## config.mk

```make
export PLATFORM = sky130hd
export DESIGN_NAME = uart_frame_tx
export DESIGN_NICKNAME = d
export VERILOG_FILES = /design/src/rtl/uart_frame_tx.sv
export SDC_FILE = /design/constraint.sdc
export NUM_CORES = 1
export LEC_CHECK = 0
export CAP_MARGIN = 40
export CORE_MARGIN = 2
export CORE_UTILIZATION = 38
export CTS_BUF_LIST = sky130_fd_sc_hd__clkbuf_4 sky130_fd_sc_hd__clkbuf_8
export DETAILED_ROUTE_END_ITERATION = 10
export PLACE_DENSITY = 0.69
export SETUP_SLACK_MARGIN = 0.15
export SYNTH_ARGS = -nofsm -noshare
export SYNTH_HDL_FRONTEND = slang
export SYNTH_SLANG_ARGS = --single-unit
```

## constraint.sdc

```tcl
create_clock -name clk -period 6.1 [get_ports clk]
set_input_delay 0.915 -clock clk [delete_from_list [all_inputs] [get_ports clk]]
set_output_delay 0.915 -clock clk [all_outputs]
set_load 0.01 [all_outputs]
```

## src/rtl/uart_frame_tx.sv

```systemverilog
module uart_frame_tx #(
  parameter int DATA_MAX = 9,
  parameter int STOP_MAX = 2
) (
  input  logic                clk,
  input  logic                rst_n,
  input  logic [7:0]          mode_reg,
  input  logic                tx_en,
  input  logic                baud_tick,
  input  logic [DATA_MAX-1:0] tx_data,
  input  logic                load,
  output logic                txd,
  output logic                busy,
  output logic                ready
);
  localparam int FRAME_W = DATA_MAX + STOP_MAX + 3;
  localparam int CNT_W   = $clog2(FRAME_W + 1);

  logic [FRAME_W-1:0]  shreg;
  logic [CNT_W-1:0]    cnt;
  logic                inv_q;
  logic [3:0]          len;
  logic [DATA_MAX-1:0] dmask;
  logic                par_bit;
  logic [FRAME_W-1:0]  frame;
  logic [CNT_W-1:0]    cnt_init;
  logic                uart_ok;
  logic                mode_off;

  always_comb begin
    case (mode_reg[2:0])
      3'b100:  len = 4'd7;
      3'b101:  len = 4'd8;
      3'b110:  len = 4'd9;
      default: len = 4'd0;
    endcase
  end

  assign uart_ok  = (len != 4'd0);
  assign mode_off = (mode_reg[2:0] == 3'b000);

  always_comb begin
    for (int i = 0; i < DATA_MAX; i++)
      dmask[i] = (i < int'(len)) ? tx_data[i] : 1'b0;
  end

  assign par_bit = mode_reg[5] ? (^dmask) : ~(^dmask);

  always_comb begin
    frame    = '1;
    frame[1] = 1'b0;
    for (int i = 0; i < DATA_MAX; i++)
      if (i < int'(len)) frame[i+2] = dmask[i];
    for (int j = 0; j < FRAME_W; j++)
      if (mode_reg[6] && (j == int'(len) + 2)) frame[j] = par_bit;
  end

  assign cnt_init = CNT_W'(len) + CNT_W'(mode_reg[6]) + CNT_W'(mode_reg[4]) + CNT_W'(3);

  assign busy  = (cnt != '0);
  assign ready = tx_en && uart_ok && !busy;
  assign txd   = busy ? (shreg[0] ^ inv_q) : ~mode_reg[7];

  always_ff @(posedge clk or negedge rst_n) begin
    if (!rst_n) begin
      cnt   <= '0;
      shreg <= '1;
      inv_q <= 1'b0;
    end else if (busy && mode_off) begin
      cnt   <= '0;
      shreg <= '1;
    end else if (!busy && load && tx_en && uart_ok) begin
      shreg <= frame;
      cnt   <= cnt_init;
      inv_q <= mode_reg[7];
    end else if (busy && baud_tick) begin
      shreg <= {1'b1, shreg[FRAME_W-1:1]};
      cnt   <= cnt - 1'b1;
    end
  end
endmodule

```

Yosys cells after proc, flatten, opt, wreduce, memory -nomap -nowiden
Cells that the tools add are included.
Cells by class
  magnitude comparators: 9
  reduce and logical (&&, ||, !) cells: 29
  bitwise logic cells: 4
  add/subtract/negate cells: 5
  equal/unequal tests: 16
  multiplexer cells: 41
Operator list (count)
  equality test 5 x 32 -> 1 bit, first input constant: 5
  equality test 4 x 32 -> 1 bit, first input constant: 4
  equality test 3 x 32 -> 1 bit, first input constant: 2
  2-to-1 mux 14 bit: 3
  2-to-1 mux 1 bit: 34
  equality test 2 x 32 -> 1 bit, first input constant: 1
  logical NOT 32 bit: 1
  logical AND 1 bit: 21
  less-than comparator 3 x 4 -> 1 bit, first input constant: 4
  2-to-1 mux 4 bit: 3
  one-hot mux 4 bit (3 select lines): 1
  equality test 3 bit, second input constant: 3
  XOR reduction 9 bit: 1
  adder 4 x 1 -> 4 bit: 2
  less-than comparator 1 x 4 -> 1 bit, first input constant: 2
  less-than comparator 2 x 4 -> 1 bit, first input constant: 2
  nonzero test 4 bit: 2
  adder 4 x 2 -> 5 bit, second input constant: 1
  equality test 4 x 5 -> 1 bit, first input constant: 1
  adder 4 x 2 -> 4 bit, second input constant: 1
  less-than comparator 4 bit, first input constant: 1
  subtractor 4 x 1 -> 4 bit, second input constant: 1
  logical NOT 3 bit: 1
  inverter 1 bit: 3
  4 further kinds: 4
Word-level totals
  flip-flop bits (word level): 19
  bits of input ports: 22
  word-level logic and storage cells: 107

Longest topological paths before layout
Gate-level depths: netlist of the first run.
  word-level depth: 10
  mapped depth: 10
  gate-level depth less buffers: 9

Worst setup path before layout of the first run
Ideal clock, no wire load.
  kind: input-to-output
  start point: input mode_reg[0]
  end point: output ready
  arrival: 2.335 ns
  setup slack: 2.850 ns
  buffers on the path: 2
  cell stages on the path: 8
  path through: buf_4 -> xnor2_1 -> nor2_1 -> inv_1 -> ha_1 -> clkbuf_1 -> nand2_1 -> and3_1
Between the ends
  word-level cells in the longest chain between the ends: 5
RTL lines
  start: declaration: line 7  | input logic [7:0] mode_reg,
  equality test 3 bit: line 31  | case (mode_reg[2:0])
  one-hot mux 4 bit (3 select lines) *: line 31
  nonzero test 4 bit *: line 39  | assign uart_ok = (len != 4'd0);
  logical AND 1 bit * (2 in series): line 61  | assign ready = tx_en && uart_ok && !busy;
  end: declaration: line 14  | output logic ready
Every way passes the cells marked *; elsewhere a longest branch is shown, timed or not.

Worst setup path in the final report of the first run
Same ends and word-level chain as after synthesis.

==> results of run 1 <==
-- worst max-delay path, stage by stage --
cell and delay (ns):
clkdlybuf4s50_1 0.59, xnor2_1 0.35, nor2_1 0.13, inv_1 0.07, ha_1 0.51, nand2_1 0.16
and3_1 0.22, clkdlybuf4s50_1 0.47
-- cells by family after synthesis --
logic type,synth area share [%]
AOI/OAI and AO/OA,26.3
xor gates and xnor gates,8.94
adders and majority gates,6.86
buffers and inverters,5.83
DFF,28.1
muxes,2.63
and+or+nand+nor,21.3
-- report_power, final --
| group | total (W) | switching [W] | internal [W] |
|---|---|---|---|
| registers | 0.000207 | 0.0000284 | 0.000179 |
| clock network | 0.0000902 | 0.0000446 | 0.0000455 |
| logic | 0.000267 | 0.000145 | 0.000122 |
| total | 0.000565 | 0.000218 | 0.000346 |
-- flip-flops by register name (all words and copies together) (netlist names) --
name / flops
shreg: 12
cnt: 4
inv_q: 1
-- worst max path at each step --
stage	cells past startpoint	end	from	slack (ns)
finish	8	ready	mode_reg[0]	1.76
global route	8	ready	mode_reg[1]	1.53
CTS	8	ready	mode_reg[0]	1.75
detailed placement	8	ready	mode_reg[0]	1.75
global placement	8	ready	mode_reg[0]	1.84
floorplan	8	ready	mode_reg[0]	2.85
-- per-layer routing --
metal	part of all wire (%)	global-route usage, %	up-vias
met5	0	0	-
met2	49	30.5	38
met4	1.2	5.00	0
met1	46	25.2	674
met3	4.3	1.97	5
li1	-	-	705
-- stage by stage --
stage | utilization [%] | power [W] | hold WS (ns)
after detailed placement | 46.0 | 0.000477 | 0.485
after CTS | 47.1 | 0.000568 | 0.502
after floorplan | - | 0.000396 | 0.456
after global routing | 47.1 | 0.000610 | 0.523
after global placement | 46.0 | 0.000471 | 0.483
final | 47.1 | 0.000565 | 0.500
-- final cells by class --
class                   instances  area (um2)  share of cell area, %
clock inverters                 1        5.00                  0.267
inverters                      15        56.3                   3.01
multi-input cells             143        1040                   55.3
repair buffers                 23         230                   12.3
flip-flops and latches         17         440                   23.5
well taps                      50        62.6                   3.34
clock buffers                   3        41.3                   2.21
-- layout by cell type, fill, tap and decap left out, drive strengths merged, types with 3 or more instances in the layout --
master | netlist | final
xnor2 | 4 | 4
clkdlybuf4s50 | 0 | 23
clkbuf | 4 | 3
nor2 | 13 | 13
nand3 | 7 | 7
xor2 | 5 | 5
a31oi | 4 | 4
a21oi | 11 | 11
ha | 7 | 7
o221ai | 5 | 5
dfrtp | 5 | 5
nor3 | 3 | 3
dfstp | 12 | 12
and3 | 3 | 3
nand2 | 26 | 26
inv | 15 | 15
mux2i | 3 | 3
a21o | 4 | 4
o21ai | 8 | 8
==> results.toml, run 1 <==
[grt]
grt_max_degree = 18
antenna_found_initial = 0
grt_pass1_wl_um = 6350
grt_pass1_vias = 1367
grt-ovfl-total = 0
grt_usage_pct = 18.3

[hold_path]
hold_path.class = "flop to flop"
min_from = "inv_q"
worst_hold_path.endpoint = "inv_q"
worstHoldPathCells = 2

[clocking]
cts_buffers = 3
postCtsSetupBuffers = 0
cts.sinks = 17
ctsRootBufferMaster = "clkbuf_8"
clk_pin_slew_ns = 0.07
cts_hold_buf = 0
clkLatencyLatePin_ns = 0.26
cts_buffer_depth = 2
cts_resized = 0
h-tree-depth = 1
cts_tree = "done"

[die]
pin_count = 25
core-area_um2 = 3970
die_w_um = 68.2
die_area_um2 = 4660
initial_core_util_pct = 39.5
dieHeight_um = 68.2
placementRows = 23

[sta]
tightest_slew_ns = 0.817
finalSetupViolations = 0
fin_crit_ns = 4.34
fin_ws_ns = 1.76
slew_viol_final = 0
max_freq_ghz = 0.231
tns_ns = 0
post-route-period-util_pct = 71.1
skew_ns = 0.00124
hold_viol_final = 0
slew_headroom_pct = 45.4
rsz0062_at_grt = "false"

[power]
power.density_nw_per_um2 = 302
leakagePower_nw = 0.801
peakVddDrop_v = 0.0000994

[logic_synthesis]
synth-main-ff-cell = "dfstp_2"
synth.top_cells.by_count = "nand2_1, inv_1, nor2_1"
synth_seq_cells = 17
syn_inst = 182
synth_top_area_share_pct = 20.1
ys_types = 60
yosysMostFrequentCell = "nand2_1"
async_flop_share_pct = 100
synth.largest_area_cell = "dfstp_2"
synth_enable_flop_cells = 0
yosysSeqAreaShare_pct = 28.1
yosysWarnings = 0
synth_area_um2 = 1570
avgSynthCellArea_um2 = 8.61
syn_nets = 212
synth_area_leaders = "dfstp_2, dfrtp_1, nand2_1"

[critical_path]
rr_endpoint = "shreg[4]"
worstPathRequired_ns = 5.18
cp-start-kind = "input port"
crit_type = "input port to output pin"
crit_arrival_ns = 3.42
crit_path_end_kind = "output pin"
cp_max_fo = 14
timing.rr.start = "cnt[0]"
rrSetupSlack_ns = 3.55
r2r_cells = 8

[place]
dpl.hpwl_um = 2940
postPlaceCellArea_um2 = 1830
gp_congestion = 0.779
portBuffers = 23
pre_cts_ws_ns = 1.75
placed_cells = 248

[layout]
nets = 233
final_area_um2 = 1870
instances_no_fill = 252
syn_to_final_growth_pct = 19.4
diodes = 0
layout-drive-gt1-share_pct = 15.3
fillers = 386

[drt]
avgRoutedWirePerCell_um = 15.2
drt_iter0_drc = 106
wl_um = 3830
first_pass_iters = 4
vias = 1422
drtAntennaViolNets = 0
drc = 0
via_per_inst = 5.64

[flow_run]
cap_violations = 0

[outcome]
status = "complete, no violations"
(Power assumes the default switching activity.)
==> inputs of run 2 (changes only) <==
==> constraint.sdc (replaced) <==
create_clock -name clk -period 4.37 [get_ports clk]
set_input_delay 0.6555 -clock clk [delete_from_list [all_inputs] [get_ports clk]]
set_output_delay 0.6555 -clock clk [all_outputs]
set_load 0.01 [all_outputs]
==> run 2 against run 1 <==
Effect of this change: highest routed layer unchanged; critical path depth is the same; non-clock buffer count rose by 1; setup slack worse by 0.93 ns; cell area grew 0.40%; worst hold slack better by 0.0091 ns; clock power increased by 36%; cell count is 0.40% higher; sequential cell count stayed put.
==> results.toml, run 2 (synthesis gave the netlist of run 1 again) <==
[layout]
instances_no_fill = 253
fin_util_pct = 47.3
layout-drive-gt1-share_pct = 15.8
fillers = 395
nets = 234
reg_top3 = "shreg: 12 flops, cnt: 4 flops, inv_q: 1 flops"
top_register = "shreg"
syn_to_final_growth_pct = 19.9
final_area_um2 = 1880
final_common_cell = "nand2_1"
seqCellArea_um2 = 440
largest_register_ffs = 12
diodes = 0
multi_input_comb_area_um2 = 1040
final_cell_mix = "nand2_1, clkdlybuf4s50_1, inv_1, nor2_1, dfstp_2"

[power]
switching_share_pct = 38.5
internal-power_w = 0.000485
pwr-share-seq_pct = 36.9
power.switching_w = 0.000303
peakVddDrop_v = 0.000227
combPwrFrac_pct = 47.5
power.density_nw_per_um2 = 419
leakagePower_nw = 0.805
clockPowerShare_pct = 15.5

[die]
dieHeight_um = 68.2
die_w_um = 68.2
placementRows = 23
pin_count = 25
initial_core_util_pct = 39.5
core-area_um2 = 3970
die_area_um2 = 4660

[grt]
grt_pass1_wl_um = 6440
grt-ovfl-total = 0
grt_pass1_vias = 1381
antenna_found_initial = 0
grt_usage_pct = 18.6
grt_max_degree = 18

[place]
portBuffers = 23
dpl.hpwl_um = 2950
gp_congestion = 0.820
postPlaceCellArea_um2 = 1830
placed_cells = 249
pre_cts_ws_ns = 0.831

[sta]
tightest_slew_ns = 0.816
slew_viol_final = 0
post-route-period-util_pct = 80.9
tns_ns = 0
fin_ws_ns = 0.833
slew_headroom_pct = 45.4
hold_viol_final = 0
rsz0062_at_grt = "false"
fin_crit_ns = 3.54
max_freq_ghz = 0.283
skew_ns = 0.00747
finalSetupViolations = 0

[clocking]
postCtsSetupBuffers = 0
cts_buffer_depth = 2
cts_tree = "done"
cts_resized = 0
clk_pin_slew_ns = 0.07
clkLatencyLatePin_ns = 0.26
cts_hold_buf = 0
cts_buffers = 3
cts.sinks = 17
h-tree-depth = 1
ctsRootBufferMaster = "clkbuf_8"

[critical_path]
cp_max_fo = 11
crit_arrival_ns = 2.88
path_cells = "clkdlybuf4s50_1, xnor2_1, nor2_1, inv_1, ha_1, nand2_1, and3_1, clkdlybuf4s50_1"
worstPathRequired_ns = 3.71
crit_slowest_cell = "clkdlybuf4s50_1"
crit_top_cell = "clkdlybuf4s50_1"
cp-start-kind = "input port"
crit_type = "input port to output pin"
crit_path_end_kind = "output pin"
max_stage_delay_ns = 0.71

[drt]
drt_iter0_drc = 102
drtAntennaViolNets = 0
first_pass_iters = 4
via_per_inst = 5.66
avgRoutedWirePerCell_um = 15.2
drc = 0
vias = 1433
wl_um = 3840

[flow_run]
cap_violations = 0

[hold_path]
hold_path.class = "flop to flop"

[outcome]
status = "complete, no violations"
## run 2: cell types whose count changed in the layout (fill, tap and decap cells not counted)
cell   delta
buf_4     +1
## run 2: final cells by class
cell class,instances,share of cell area [%]
clock inverter,1,0.266
sequential,17,23.4
multi-input combinational,143,55.1
inverter,15,3.00
timing repair buffer,24,12.6
clock buffer,3,2.20
tap,50,3.33
## run 2: worst max-delay path, delay by kind of cell
family / cells / cell delay [ns]
AND/OR/NAND/NOR: 3 / 0.52
buffers and inverters: 3 / 1.32
XOR/XNOR: 1 / 0.17
adder cells (fa/ha/maj): 1 / 0.22
## run 2: worst paths after layout
| path | start | cells past startpoint | to | slack (ns) |
|---|---|---|---|---|
| min | inv_q | 2 | inv_q | 0.51 |
| min in group asynchronous | rst_n | 1 | inv_q | 0.87 |
| max | mode_reg[1] | 8 | ready | 0.83 |
| max reg2reg | cnt[0] | 8 | shreg[4] | 1.90 |
| max in group asynchronous | rst_n | 1 | cnt[3] | 2.99 |
| min reg2reg | inv_q | 2 | inv_q | 0.51 |
## run 2: power by group through the flow
stage | registers, W | logic [W] | clock network [W]
3_3_place_gp | 0.000291 | 0.000365 | 0
6_report | 0.000291 | 0.000375 | 0.000123
3_5_place_dp | 0.000292 | 0.000372 | 0
5_1_grt | 0.000298 | 0.000427 | 0.000133
2_1_floorplan | 0.000282 | 0.000270 | 0
4_1_cts | 0.000290 | 0.000377 | 0.000126
## run 2: metal layers
| layer | vias up | global-route usage, % | share of wire [%] |
|---|---|---|---|
| met5 | - | 0 | 0 |
| met4 | 0 | 5.00 | 1.4 |
| met3 | 6 | 3.78 | 5.0 |
| met2 | 32 | 30.9 | 48 |
| met1 | 691 | 24.5 | 45 |
| li1 | 704 | - | - |
## run 2: stage by stage
stage,power (W),hold WS [ns]
2_1_floorplan,0.000552,0.360
3_3_place_gp,0.000656,0.478
6_report,0.000788,0.509
3_5_place_dp,0.000665,0.494
5_1_grt,0.000858,0.523
4_1_cts,0.000792,0.510
==> inputs of run 3 (changes only) <==
==> constraint.sdc (replaced) <==
create_clock -name clk -period 3.4 [get_ports clk]
set_input_delay 0.51 -clock clk [delete_from_list [all_inputs] [get_ports clk]]
set_output_delay 0.51 -clock clk [all_outputs]
set_load 0.01 [all_outputs]
==> run 3 against run 2 <==
Effect of this change: clock skew down 0.0053 ns; count of clock-buffer cells in the layout up 1; sequential share of layout area decreased by 0.93 points; setup slack lost 0.50 ns; cell count rose by 3.2%; largest power group unchanged; critical endpoint unchanged; combinational power up 32%; first-iteration DRC count shrank 49%.
==> results.toml, run 3 (synthesis gave the netlist of run 1 again) <==
[outcome]
status = "complete, no violations"

[drt]
top_layer = "met4"
drc = 0
avgRoutedWirePerCell_um = 14.5
drtAntennaViolNets = 0
drt_iter0_drc = 52
wl_met3_um = 143
vias = 1417
dr_wl_met2_um = 1770
first_pass_iters = 4
via_per_inst = 5.43
wl_um = 3800
wl_met1_um = 1840

[layout]
nets = 242
final_area_um2 = 1960
layout-drive-gt1-share_pct = 19.4
top_register = "shreg"
final_common_cell = "nand2_1"
syn_to_final_growth_pct = 24.8
diodes = 0
fillers = 422
final_cell_mix = "nand2_1, clkdlybuf4s50_1, inv_1, nor2_1, dfstp_2"
largest_register_ffs = 12
fin_util_pct = 49.3
reg_top3 = "shreg: 12 flops, cnt: 4 flops, inv_q: 1 flops"

[power]
power.density_nw_per_um2 = 528
power_w = 0.00103
peakVddDrop_v = 0.000290
leakagePower_nw = 0.851

[hold_path]
worstHoldPathCells = 2
hold_path.class = "flop to flop"

[critical_path]
r2r_cells = 9
worstPathRequired_ns = 2.89
timing.rr.start = "cnt[0]"
cp_max_fo = 7
startpoint = "mode_reg[2]"
crit_top_cell = "clkdlybuf4s50_1"
crit_type = "input port to output pin"
crit_arrival_ns = 2.56
cp-start-kind = "input port"
rrSetupSlack_ns = 1.13
crit_slowest_cell = "clkdlybuf4s50_1"
max_stage_delay_ns = 0.60
crit_path_end_kind = "output pin"
rr_endpoint = "shreg[10]"
crit_end = "ready"
path_cells = "clkdlybuf4s50_1, nor2b_4, nand2b_1, buf_4, ha_1, nand2_1, and3_1, clkdlybuf4s50_1"

[die]
placementRows = 23
die_area_um2 = 4660
initial_core_util_pct = 39.5
core-area_um2 = 3970
pin_count = 25
die_w_um = 68.2
dieHeight_um = 68.2

[flow_run]
cap_violations = 0

[sta]
hold_viol_final = 0
skew_ns = 0.00216
slew_viol_final = 0
tightest_slew_ns = 0.790
finalSetupViolations = 0
tns_ns = 0
fin_crit_ns = 3.07
max_freq_ghz = 0.326
rsz0062_at_grt = "false"
post-route-period-util_pct = 90.3
fin_hold_ws_ns = 0.494
slew_headroom_pct = 47.2

[grt]
antenna_found_initial = 0
grt_usage_pct = 17.8
grt_max_degree = 18
grt_pass1_wl_um = 6180
grt-ovfl-total = 0
grt_pass1_vias = 1360

[clocking]
postCtsSetupBuffers = 0
cts_buffer_depth = 2
cts_buffers = 3
clk_pin_slew_ns = 0.07
cts.sinks = 17
ctsRootBufferMaster = "clkbuf_8"
cts_tree = "done"
h-tree-depth = 1
clkLatencyLatePin_ns = 0.25

[place]
postPlaceCellArea_um2 = 1910
dpl.hpwl_um = 2970
portBuffers = 23
gp_congestion = 0.816
## run 3: final cells by class
class                           count  area [um2]  share of cell area (%)
Tap cell                           50        62.6                    3.20
Clock buffer                        4        48.8                    2.49
Inverter                           15        56.3                    2.88
Multi-Input combinational cell    143        1040                    53.1
Timing Repair Buffer               32         310                    15.9
Sequential cell                    17         440                    22.5
## run 3: timing repair
item | 4_1_cts | 5_1_grt
gates resized for setup | 0 | 1
hold buffers | 0 | 0
endpoints found under the setup margin | 0 | 1
hold endpoints to repair | 0 | 0
## run 3: where the power goes
group	internal (W)	switching [W]
Combinational	0.000236	0.000260
Sequential	0.000322	0.0000542
Clock	0.0000912	0.0000698
Total	0.000649	0.000384
## run 3: worst min-delay path by stage
stage | startpoint | end | slack [ns]
2_1_floorplan | rst_n | cnt[0] | 0.21
4_1_cts | shreg[4] | shreg[4] | 0.49
6_report | shreg[4] | shreg[4] | 0.49
3_5_place_dp | shreg[4] | shreg[4] | 0.48
3_3_place_gp | inv_q | inv_q | 0.48
5_1_grt | shreg[4] | shreg[4] | 0.51
## run 3: metal layers
metal	vias to the layer above	global-route usage (%)
li1	722	-
met1	662	23.7
met2	29	29.9
met3	4	4.11
met4	0	3.00
met5	-	0
## run 3: worst max-delay path: cells and delay by family
kind / cells / cell delay (ns)
fa+ha+maj: 1 / 0.22
buf+inv: 3 / 1.29
simple gates: 4 / 0.54
## run 3: stage by stage
step / std cells / setup slack (ns)
CTS: 261 / 0.267
floorplan: 182 / 0.819
detailed placement: 257 / 0.158
finish: 261 / 0.329
global placement: 257 / 0.228
global route: 261 / 0.164
